[config.mk]
export PLATFORM = sky130hd
export DESIGN_NAME = sar_ctrl_top
export DESIGN_NICKNAME = d
export VERILOG_FILES = /design/src/rtl/sar_pkg.sv /design/src/rtl/sar_pulse_filter.sv /design/src/rtl/sar_step_engine.sv /design/src/rtl/sar_out_gate.sv /design/src/rtl/sar_ctrl_top.sv
export SDC_FILE = /design/constraint.sdc
export NUM_CORES = 1
export LEC_CHECK = 0
export BUFFER_PORTS_ARGS = -buffer_cell sky130_fd_sc_hd__buf_2
export CORE_ASPECT_RATIO = 0.8
export CORE_MARGIN = 4
export CORE_UTILIZATION = 52
export DETAILED_ROUTE_END_ITERATION = 8
export GPL_TIMING_DRIVEN = 0
export PLACE_DENSITY = 0.77
export SLEW_MARGIN = 10
export SYNTH_ARGS = -nofsm -noshare
export SYNTH_HDL_FRONTEND = slang
export SYNTH_SLANG_ARGS = --single-unit
[constraint.sdc]
create_clock -name clk -period 3.81 [get_ports clk]
set_clock_uncertainty 0.1 [all_clocks]
set_input_delay 0.5715 -clock clk [delete_from_list [all_inputs] [get_ports clk]]
set_output_delay 0.5715 -clock clk [all_outputs]
set_load 0.02 [all_outputs]
[src/rtl/sar_pkg.sv]
package sar_pkg;

  typedef enum logic [1:0] {
    ST_IDLE = 2'd0,
    ST_CONV = 2'd1,
    ST_HALT = 2'd2,
    ST_DONE = 2'd3
  } sar_st_e;

  function automatic int imax(input int a, input int b);
    return (a > b) ? a : b;
  endfunction

  function automatic int cnt_width(input int limit);
    return (limit < 1) ? 1 : $clog2(limit + 1);
  endfunction

endpackage

[src/rtl/sar_pulse_filter.sv]
module sar_pulse_filter #(
  parameter int MIN_PULSE   = 8,
  parameter int RELEASE_DLY = 6
) (
  input  logic clk,
  input  logic rst_n,
  input  logic line_hi,
  output logic armed,
  output logic clr_hit,
  output logic rel_hit
);
  localparam int SAT = sar_pkg::imax(MIN_PULSE, RELEASE_DLY);
  localparam int CW  = sar_pkg::cnt_width(SAT);

  logic [CW-1:0] hcnt_q;
  logic [CW-1:0] hcnt_nx;

  always_comb begin
    if (!line_hi)                hcnt_nx = '0;
    else if (hcnt_q == CW'(SAT)) hcnt_nx = hcnt_q;
    else                         hcnt_nx = hcnt_q + 1'b1;
  end

  // Standby assumes the line has been high long enough to arm.
  always_ff @(posedge clk or negedge rst_n) begin
    if (!rst_n) hcnt_q <= CW'(SAT);
    else        hcnt_q <= hcnt_nx;
  end

  assign armed   = (hcnt_q  >= CW'(MIN_PULSE));
  assign clr_hit = (hcnt_nx >= CW'(MIN_PULSE));
  assign rel_hit = (hcnt_nx >= CW'(RELEASE_DLY));

endmodule

[src/rtl/sar_step_engine.sv]
module sar_step_engine #(
  parameter int N_BITS   = 10,
  parameter int STEP_CYC = 2
) (
  input  logic              clk,
  input  logic              rst_n,
  input  logic              load,
  input  logic              run,
  input  logic              cmp_over,
  output logic [N_BITS-1:0] trial,
  output logic [N_BITS-1:0] decided,
  output logic              last_dec
);
  localparam int IW = sar_pkg::cnt_width(N_BITS - 1);
  localparam int SW = sar_pkg::cnt_width(STEP_CYC - 1);
  localparam logic [N_BITS-1:0] TOP_ONLY = {1'b1, {(N_BITS-1){1'b0}}};

  logic [N_BITS-1:0] trial_q;
  logic [IW-1:0]     bit_q;
  logic [SW-1:0]     scnt_q;
  logic [N_BITS-1:0] sel_mask;
  logic              step_end;

  for (genvar g = 0; g < N_BITS; g++) begin : g_sel
    assign sel_mask[g] = (bit_q == IW'(g));
  end

  assign step_end = run && (scnt_q == SW'(STEP_CYC - 1));
  assign decided  = cmp_over ? (trial_q & ~sel_mask) : trial_q;
  assign last_dec = step_end && (bit_q == '0);
  assign trial    = trial_q;

  always_ff @(posedge clk or negedge rst_n) begin
    if (!rst_n) begin
      trial_q <= '0;
      bit_q   <= '0;
      scnt_q  <= '0;
    end else if (load) begin
      trial_q <= TOP_ONLY;
      bit_q   <= IW'(N_BITS - 1);
      scnt_q  <= '0;
    end else if (step_end) begin
      scnt_q <= '0;
      if (bit_q == '0) begin
        trial_q <= decided;
      end else begin
        trial_q <= decided | (sel_mask >> 1);
        bit_q   <= bit_q - 1'b1;
      end
    end else if (run) begin
      scnt_q <= scnt_q + 1'b1;
    end
  end

  AST_KEEP_RAISES: assert property (@(posedge clk) disable iff (!rst_n)
    (step_end && !cmp_over) |=> (trial_q >= $past(trial_q)));
  AST_DROP_LOWERS: assert property (@(posedge clk) disable iff (!rst_n)
    (step_end && cmp_over) |=> (trial_q < $past(trial_q)));
  AST_IDLE_STILL: assert property (@(posedge clk) disable iff (!rst_n)
    (!run && !load) |=> $stable(trial_q));

endmodule

[src/rtl/sar_out_gate.sv]
module sar_out_gate #(
  parameter int N_BITS    = 10,
  parameter int DRIVE_DLY = 3
) (
  input  logic              clk,
  input  logic              rst_n,
  input  logic              in_done,
  input  logic              capture,
  input  logic [N_BITS-1:0] code_in,
  input  logic              bipolar,
  output logic              data_oe,
  output logic [N_BITS-1:0] data_out,
  output logic [N_BITS:0]   value_out
);
  localparam int DW = sar_pkg::cnt_width(DRIVE_DLY);

  logic [N_BITS-1:0] res_q;
  logic [DW-1:0]     dcnt_q;

  // Offset binary: invert the top bit and sign-extend.
  function automatic logic [N_BITS:0] to_value(input logic [N_BITS-1:0] c, input logic bip);
    if (bip) return {~c[N_BITS-1], ~c[N_BITS-1], c[N_BITS-2:0]};
    else     return {1'b0, c};
  endfunction

  always_ff @(posedge clk or negedge rst_n) begin
    if (!rst_n)       res_q <= '0;
    else if (capture) res_q <= code_in;
  end

  always_ff @(posedge clk or negedge rst_n) begin
    if (!rst_n)                          dcnt_q <= '0;
    else if (!in_done)                   dcnt_q <= '0;
    else if (dcnt_q != DW'(DRIVE_DLY))   dcnt_q <= dcnt_q + 1'b1;
  end

  assign data_oe   = in_done && (dcnt_q == DW'(DRIVE_DLY));
  assign data_out  = data_oe ? res_q : '0;
  assign value_out = data_oe ? to_value(res_q, bipolar) : '0;

  AST_DRIVE_HOLD: assert property (@(posedge clk) disable iff (!rst_n)
    (data_oe && in_done) |=> (!data_oe || $stable(data_out)));
  AST_OE_AFTER_DONE: assert property (@(posedge clk) disable iff (!rst_n)
    $rose(data_oe) |-> $past(in_done));

endmodule

[src/rtl/sar_ctrl_top.sv]
module sar_ctrl_top #(
  parameter int N_BITS      = 10,
  parameter int STEP_CYC    = 2,
  parameter int DRIVE_DLY   = 3,
  parameter int RELEASE_DLY = 6,
  parameter int MIN_PULSE   = 8
) (
  input  logic              clk,
  input  logic              rst_n,
  input  logic              cvt_n,
  input  logic              bipolar_sel,
  input  logic              cmp_over,
  output logic [N_BITS-1:0] trial_code,
  output logic              rdy_n,
  output logic              data_oe,
  output logic [N_BITS-1:0] data_out,
  output logic [N_BITS:0]   value_out
);
  import sar_pkg::*;

  localparam logic [N_BITS-1:0] TOP_ONLY = {1'b1, {(N_BITS-1){1'b0}}};

  sar_st_e           st_q, st_nx;
  logic              armed, clr_hit, rel_hit;
  logic              start_evt, run_en, last_dec;
  logic [N_BITS-1:0] decided;

  sar_pulse_filter #(
    .MIN_PULSE  (MIN_PULSE),
    .RELEASE_DLY(RELEASE_DLY)
  ) u_filt (
    .clk    (clk),
    .rst_n  (rst_n),
    .line_hi(cvt_n),
    .armed  (armed),
    .clr_hit(clr_hit),
    .rel_hit(rel_hit)
  );

  assign start_evt = (st_q == ST_IDLE) && !cvt_n && armed;
  assign run_en    = (st_q == ST_CONV) && !cvt_n;

  sar_step_engine #(
    .N_BITS  (N_BITS),
    .STEP_CYC(STEP_CYC)
  ) u_eng (
    .clk     (clk),
    .rst_n   (rst_n),
    .load    (start_evt),
    .run     (run_en),
    .cmp_over(cmp_over),
    .trial   (trial_code),
    .decided (decided),
    .last_dec(last_dec)
  );

  always_comb begin
    st_nx = st_q;
    unique case (st_q)
      ST_IDLE: if (start_evt) st_nx = ST_CONV;
      ST_CONV: begin
        if (cvt_n)         st_nx = ST_HALT;
        else if (last_dec) st_nx = ST_DONE;
      end
      ST_HALT: begin
        if (!cvt_n)        st_nx = ST_CONV;
        else if (clr_hit)  st_nx = ST_IDLE;
      end
      ST_DONE: if (cvt_n && rel_hit) st_nx = ST_IDLE;
      default: st_nx = ST_IDLE;
    endcase
  end

  always_ff @(posedge clk or negedge rst_n) begin
    if (!rst_n) st_q <= ST_IDLE;
    else        st_q <= st_nx;
  end

  assign rdy_n = (st_q != ST_DONE);

  sar_out_gate #(
    .N_BITS   (N_BITS),
    .DRIVE_DLY(DRIVE_DLY)
  ) u_out (
    .clk      (clk),
    .rst_n    (rst_n),
    .in_done  (st_q == ST_DONE),
    .capture  (last_dec),
    .code_in  (decided),
    .bipolar  (bipolar_sel),
    .data_oe  (data_oe),
    .data_out (data_out),
    .value_out(value_out)
  );

  AST_START_TOP: assert property (@(posedge clk) disable iff (!rst_n)
    start_evt |=> (trial_code == TOP_ONLY));
  AST_UNARMED_IDLE: assert property (@(posedge clk) disable iff (!rst_n)
    (st_q == ST_IDLE && !armed) |=> (st_q == ST_IDLE));
  AST_CONV_QUIET: assert property (@(posedge clk) disable iff (!rst_n)
    (st_q == ST_CONV || st_q == ST_HALT) |-> !data_oe);
  AST_DONE_FLAG: assert property (@(posedge clk) disable iff (!rst_n)
    last_dec |=> !rdy_n);
  AST_OE_NEEDS_RDY: assert property (@(posedge clk) disable iff (!rst_n)
    data_oe |-> !rdy_n);
  AST_RELEASE: assert property (@(posedge clk) disable iff (!rst_n)
    (st_q == ST_DONE && cvt_n && rel_hit) |=> (rdy_n && !data_oe));
  AST_HALT_FREEZE: assert property (@(posedge clk) disable iff (!rst_n)
    (st_q == ST_HALT) |=> $stable(trial_code));

endmodule

# [Word-level counts from Yosys, hierarchy flattened]
# Cells that the tools add are included.
[totals] in_bits=5 elab_cells=78 reg_bits=33
[classes] bitwise=4 n_addsub=4 muxes=24 order_cmp=3 n_eq_ne=22 n_reduce_logical=14
[ops] operator="10-bit 2-to-1 mux" count=5
[ops] operator="11-bit 2-to-1 mux" count=2
[ops] operator="4-bit 2-to-1 mux" count=5
[ops] operator="4-bit by 3-bit equality test with 1-bit output, second input constant" count=4
[ops] operator="2-bit 2-to-1 mux" count=8
[ops] operator="4-bit equality test, second input constant" count=3
[ops] operator="2-bit != test, second input constant" count=6
[ops] operator="10-bit bitwise AND" count=1
[ops] operator="10-bit inverter" count=1
[ops] operator="10-bit by 9-bit OR with 10-bit output" count=1
[ops] operator="4-bit by 2-bit equality test with 1-bit output, second input constant" count=2
[ops] operator="4-bit >= comparator, second input constant" count=2
[ops] operator="2-bit one-hot mux with 4 select lines" count=1
[ops] operator="1-bit logical AND" count=7
[ops] operator="2-bit equality test, second input constant" count=3
[ops] operator="3-bit != test, second input constant" count=2
[ops] operator="4-bit by 1-bit adder with 4-bit output, second input constant" count=1
[ops] operator="4-bit by 1-bit equality test with 1-bit output, second input constant" count=1
[ops] operator="4-bit by 3-bit >= comparator with 1-bit output, second input constant" count=1
[ops] operator="4-bit logical NOT" count=1
[ops] operator="4-bit AND reduction" count=1
[ops] operator="4-bit by 1-bit subtractor with 4-bit output, second input constant" count=1
[ops] operator="1-bit 2-to-1 mux" count=3
[ops] operator="3-bit nonzero test" count=1
[ops] operator="other kinds (8)" count=8

# [Depth between registers and ports, before layout]
[logic_depth] ltp_word=8 depth_mapped=7

# [By module]
# Synthesis repeated with hierarchy kept, for this count alone.
[hier_totals] hier_cells=195 area_unflattened_um2=1914.3
[by_module_without_submodules] module="sar_step_engine" area_per_inst_um2=897.1 seq_area_each_um2=375.4 cells_per_inst=101 instances=1
[by_module_without_submodules] module="sar_out_gate" area_per_inst_um2=671.9 seq_area_each_um2=300.3 cells_per_inst=56 instances=1
[by_module_without_submodules] module="sar_pulse_filter" area_per_inst_um2=219.0 seq_area_each_um2=101.3 cells_per_inst=23 instances=1
[by_module_without_submodules] module="sar_ctrl_top" area_per_inst_um2=126.4 seq_area_each_um2=50.0 cells_per_inst=15 instances=1

# [Worst setup path before layout]
# OpenSTA, ideal clock, no wires.
[synth_timing] path_type="reg2out" startpoint="reg u_out.dcnt_q[0]" endpoint="out value_out[0]" arrival_ps=1570 required_time_ps=3138 setup_slack_ps=1568 n_path_buf=2 stages_incl_launch_ff=6 path_cell_list="dfrtp_1 ha_1 and3_1 clkbuf_1 and2_1 buf_4"
[synth_between] elab_chain_cells=3
[synth_lines] element="start, declared" line="sar_out_gate.sv:18" rtl="logic [DW-1:0] dcnt_q;"
[synth_lines] element="start signal, assigned" line="sar_out_gate.sv:34" rtl="else if (dcnt_q != DW'(DRIVE_DLY)) dcnt_q <= dcnt_q + 1'b1;"
[synth_lines] element="2-bit equality test" line="sar_out_gate.sv:37" rtl="assign data_oe = in_done && (dcnt_q == DW'(DRIVE_DLY));"
[synth_lines] element="1-bit logical AND" line="sar_out_gate.sv:37"
[synth_lines] element="named net data_oe" line="sar_ctrl_top.sv:15" rtl="output logic data_oe,"
[synth_lines] element="11-bit 2-to-1 mux" line="sar_out_gate.sv:39" rtl="assign value_out = data_oe ? to_value(res_q, bipolar) : '0;"
[synth_lines] element="end, declared" line="sar_ctrl_top.sv:17" rtl="output logic [N_BITS:0] value_out"
# The timed path passes the listed nets, and every way through them passes these cells.

# [Worst setup path after layout]
[layout_timing] startpoint="reg u_out.dcnt_q[0]" endpoint="out value_out[4]"
[layout_between] elab_chain_cells=3
[layout_lines] element="2-bit equality test" line="sar_out_gate.sv:37"
[layout_lines] element="1-bit logical AND" line="sar_out_gate.sv:37"
[layout_lines] element="11-bit 2-to-1 mux" line="sar_out_gate.sv:39"
# Every way passes these cells.

==> metrics.md <==
| Metric | Value |
|---|---|
| CP Capture Type | primary output |
| Worst-skew pair later-pin latency | 0.29 ns |
| Fin area | around 2100 sq um |
| Clk buf depth | 2 |
| CP Class | reg2out |
| Remaining global-route overflow | 0 |
| Max Freq | 400.9 MHz |
| Die Ht | between 60 and 70 microns |
| Post-route ant nets | 0 |
| Drt total wl | 3528 microns |
| Starting Density | 0.5626 |
| Syn_nets | roughly 200 |
| Slowest CP cell | dfrtp_1 |
| Yosys reg bits | 33 |
| Post-synth top flop | dfrtp_1 |
| Drt via density | ~5.3 |
| DP Area | a little over 2000 sq um |
| Peak supply drop | around 0.31 mV |
| CP startpoint kind | flip-flop |
| CP bufs+invs | 3 |
| Status | complete, no violations |
| Initial antenna violation count | 0 |
| Sink Count | 33 |
| CTS tree | built |
| Reg2Reg Setup Slack | roughly 2 ns |
| Final period util | 0.6546 |
| Share of cells above drive strength 1 | 0.3057 |
| DIE AREA | 4471 sq um |
| Hold Worst Slack | around 0.23 ns |
| Final-report setup violation count | 0 |
| Final slew viol count | 0 |
| Area contributors post-synth | dfrtp_1 45%, ha_1 5.6%, nand2_1 5.0% |
| Synth warn | 0 |
| Post-Syn Area | 1799 sq um |
| Via count | 1414 |
| Fin crit period | 2.494 ns |
| Final TNS setup | 0 ns |
| Synth Area per Inst | 9.726 sq um |
| Worst-Margin Slew | 0.7075 ns |
| DRT Pass-1 Iters | 4 |
| Slew HR | 0.5283 |
| # diodes | 0 |
| Max-cap violation count | 0 |
| Nets | 241 |
| Pleak | roughly 0.0011 uW |
| Crit path max fanout | 10 |
| Row count | 18 |
| IO Pins | 38 |
| Post-CTS Setup Bufs | 0 |
| Seq/Total Area, Yosys | 0.4597 |
| Final hold viol count | 0 |
| Syn Inst Count | 185 |
| HPWL Detailed | 2619 microns |
| Pwr/cell area | between 300 and 400 nW/um^2 |
| Cell type with the largest total area after synthesis | dfrtp_1 |
| WP data arrival | about 1.8 ns |
| Critical path cell sequence | ha_1 -> and3_1 -> clkbuf_1 -> and2_1 -> buf_4 -> buf_2 |
| Worst Path Required | 3.14 ns |
| Routability cong. | 0.8447 |
| Total GRT Usage | 0.1763 |
| Area Growth Syn to Fin | 18.43% |
| Fillers | 281 |
| Cts hold-fix bufs | 0 |
| Pin count of the biggest net entering global routing | 34 |
| Resized cells post-CTS | 0 |
| Cell family with most CP delay | buffers and inverters |
| RSZ-0062 raised after global routing | false |
| Hold Path Class | in2async |
| Max incr delay on CP | 0.37 ns |
| EDFF count, synth | 0 |
| Port-buffer cells | 36 |
| Chip Width | approximately 74 microns |
| Initial DRC Count | 59 |
| WL per Instance | around 13 microns |
| CTS Buf Count | 5 |
| CTS H-tree depth | 2 |
| DRC errors left | 0 |
| Clock root buffer | clkbuf_8 |
| Synth top area share | 0.4451 |
| Worst-path clk slew | 0.06 ns |
| Vias in the first global route | 1212 |
| Ys async rst share | 1.000 |
| First-pass GRT wire length | 5761 microns |
| Core Region | 3198 sq um |
| Synth unique cells | 40 |
stage by stage:
| stage | total power, uW | cells | setup WS, ns | util |
|---|---|---|---|---|
| 2_1_floorplan | 455.6 | 185 | 1.568 | - |
| 3_3_place_gp | 485.8 | 261 | 1.581 | 0.6346 |
| 3_5_place_dp | 488.3 | 261 | 1.609 | 0.6346 |
| 4_1_cts | 779.7 | 269 | 1.279 | 0.6663 |
| 5_1_grt | 817.6 | 269 | 1.101 | 0.6663 |
| 6_report | 774.9 | 269 | 1.316 | 0.6663 |
cell usage after synthesis, types with 3 or more instances:
master and n:
dfrtp_1 32, nand2_1 24, nor2_1 14, and2_1 12
nand3_1 10, buf_4 9, ha_1 8, inv_1 6
o21ai_1 6, a21oi_1 5, buf_2 5, mux2_2 5
a32o_1 4, nor3_1 4, o21ai_0 4, mux2i_1 3
nand2b_1 3, nor2b_1 3
report_power, final:
group | internal (uW) | total (uW) | switching, uW
clock | 163 | 292 | 129
combinational | 32.6 | 91.8 | 59.3
sequential | 368 | 391 | 22.9
total | 563 | 775 | 211
cell type report:
class,count,area [sq um],share of cell area
flip-flops and latches,33,827.0,0.3881
multi-input cells,128,827.0,0.3881
clock inverters,1,5.005,0.002349
repair buffers,36,180.2,0.08456
clock buffers,7,96.34,0.04521
well taps,40,50.05,0.02349
plain buffers,18,122.6,0.05755
inverters,6,22.52,0.01057
worst paths after layout:
path / startpoint / end / cells past startpoint
max in group asynchronous: rst_n / u_out.res_q[4] / 1
min: rst_n / u_filt.hcnt_q[0] / 1
max: u_out.dcnt_q[0] / value_out[4] / 6
min reg2reg: u_out.res_q[3] / u_out.res_q[3] / 2
min in group clk: u_out.res_q[3] / u_out.res_q[3] / 2
max reg2reg: u_eng.bit_q[2] / u_out.res_q[1] / 5
layout by cell type, fill, tap and decap left out, drive strengths merged, types with 3 or more instances in the layout:
cell	n
nor2	14
o21ai	10
nand2	25
clkbuf	9
inv	6
dfrtp	32
a32o	4
nand2b	3
ha	8
buf	52
nand3	10
mux2	5
mux2i	3
and2	12
nor3	4
nor2b	3
a21oi	5
sequential cells by signal (all words and copies together), names as in the netlist:
name and flops:
u_out.res_q 10, st_q 2, u_eng.bit_q 4, u_eng.trial 10, u_eng.scnt_q 1, u_filt.hcnt_q 4
u_out.dcnt_q 2
cells by family after synthesis:
group           synth area share
simple gates              0.2309
compound gates            0.1106
flops                     0.4597
xor+xnor                 0.01461
buf+inv                  0.08066
mux                      0.04798
fa+ha+maj                0.05564
per-layer routing:
| metal | vias up | share of wire | global-route usage |
|---|---|---|---|
| li1 | 716 | - | - |
| met1 | 648 | 0.48 | 0.2444 |
| met2 | 43 | 0.43 | 0.2475 |
| met3 | 7 | 0.073 | 0.07119 |
| met4 | 0 | 0.019 | 0.06977 |
| met5 | - | 0 | 0 |
No activity file was read; power rests on OpenSTA's default activity.
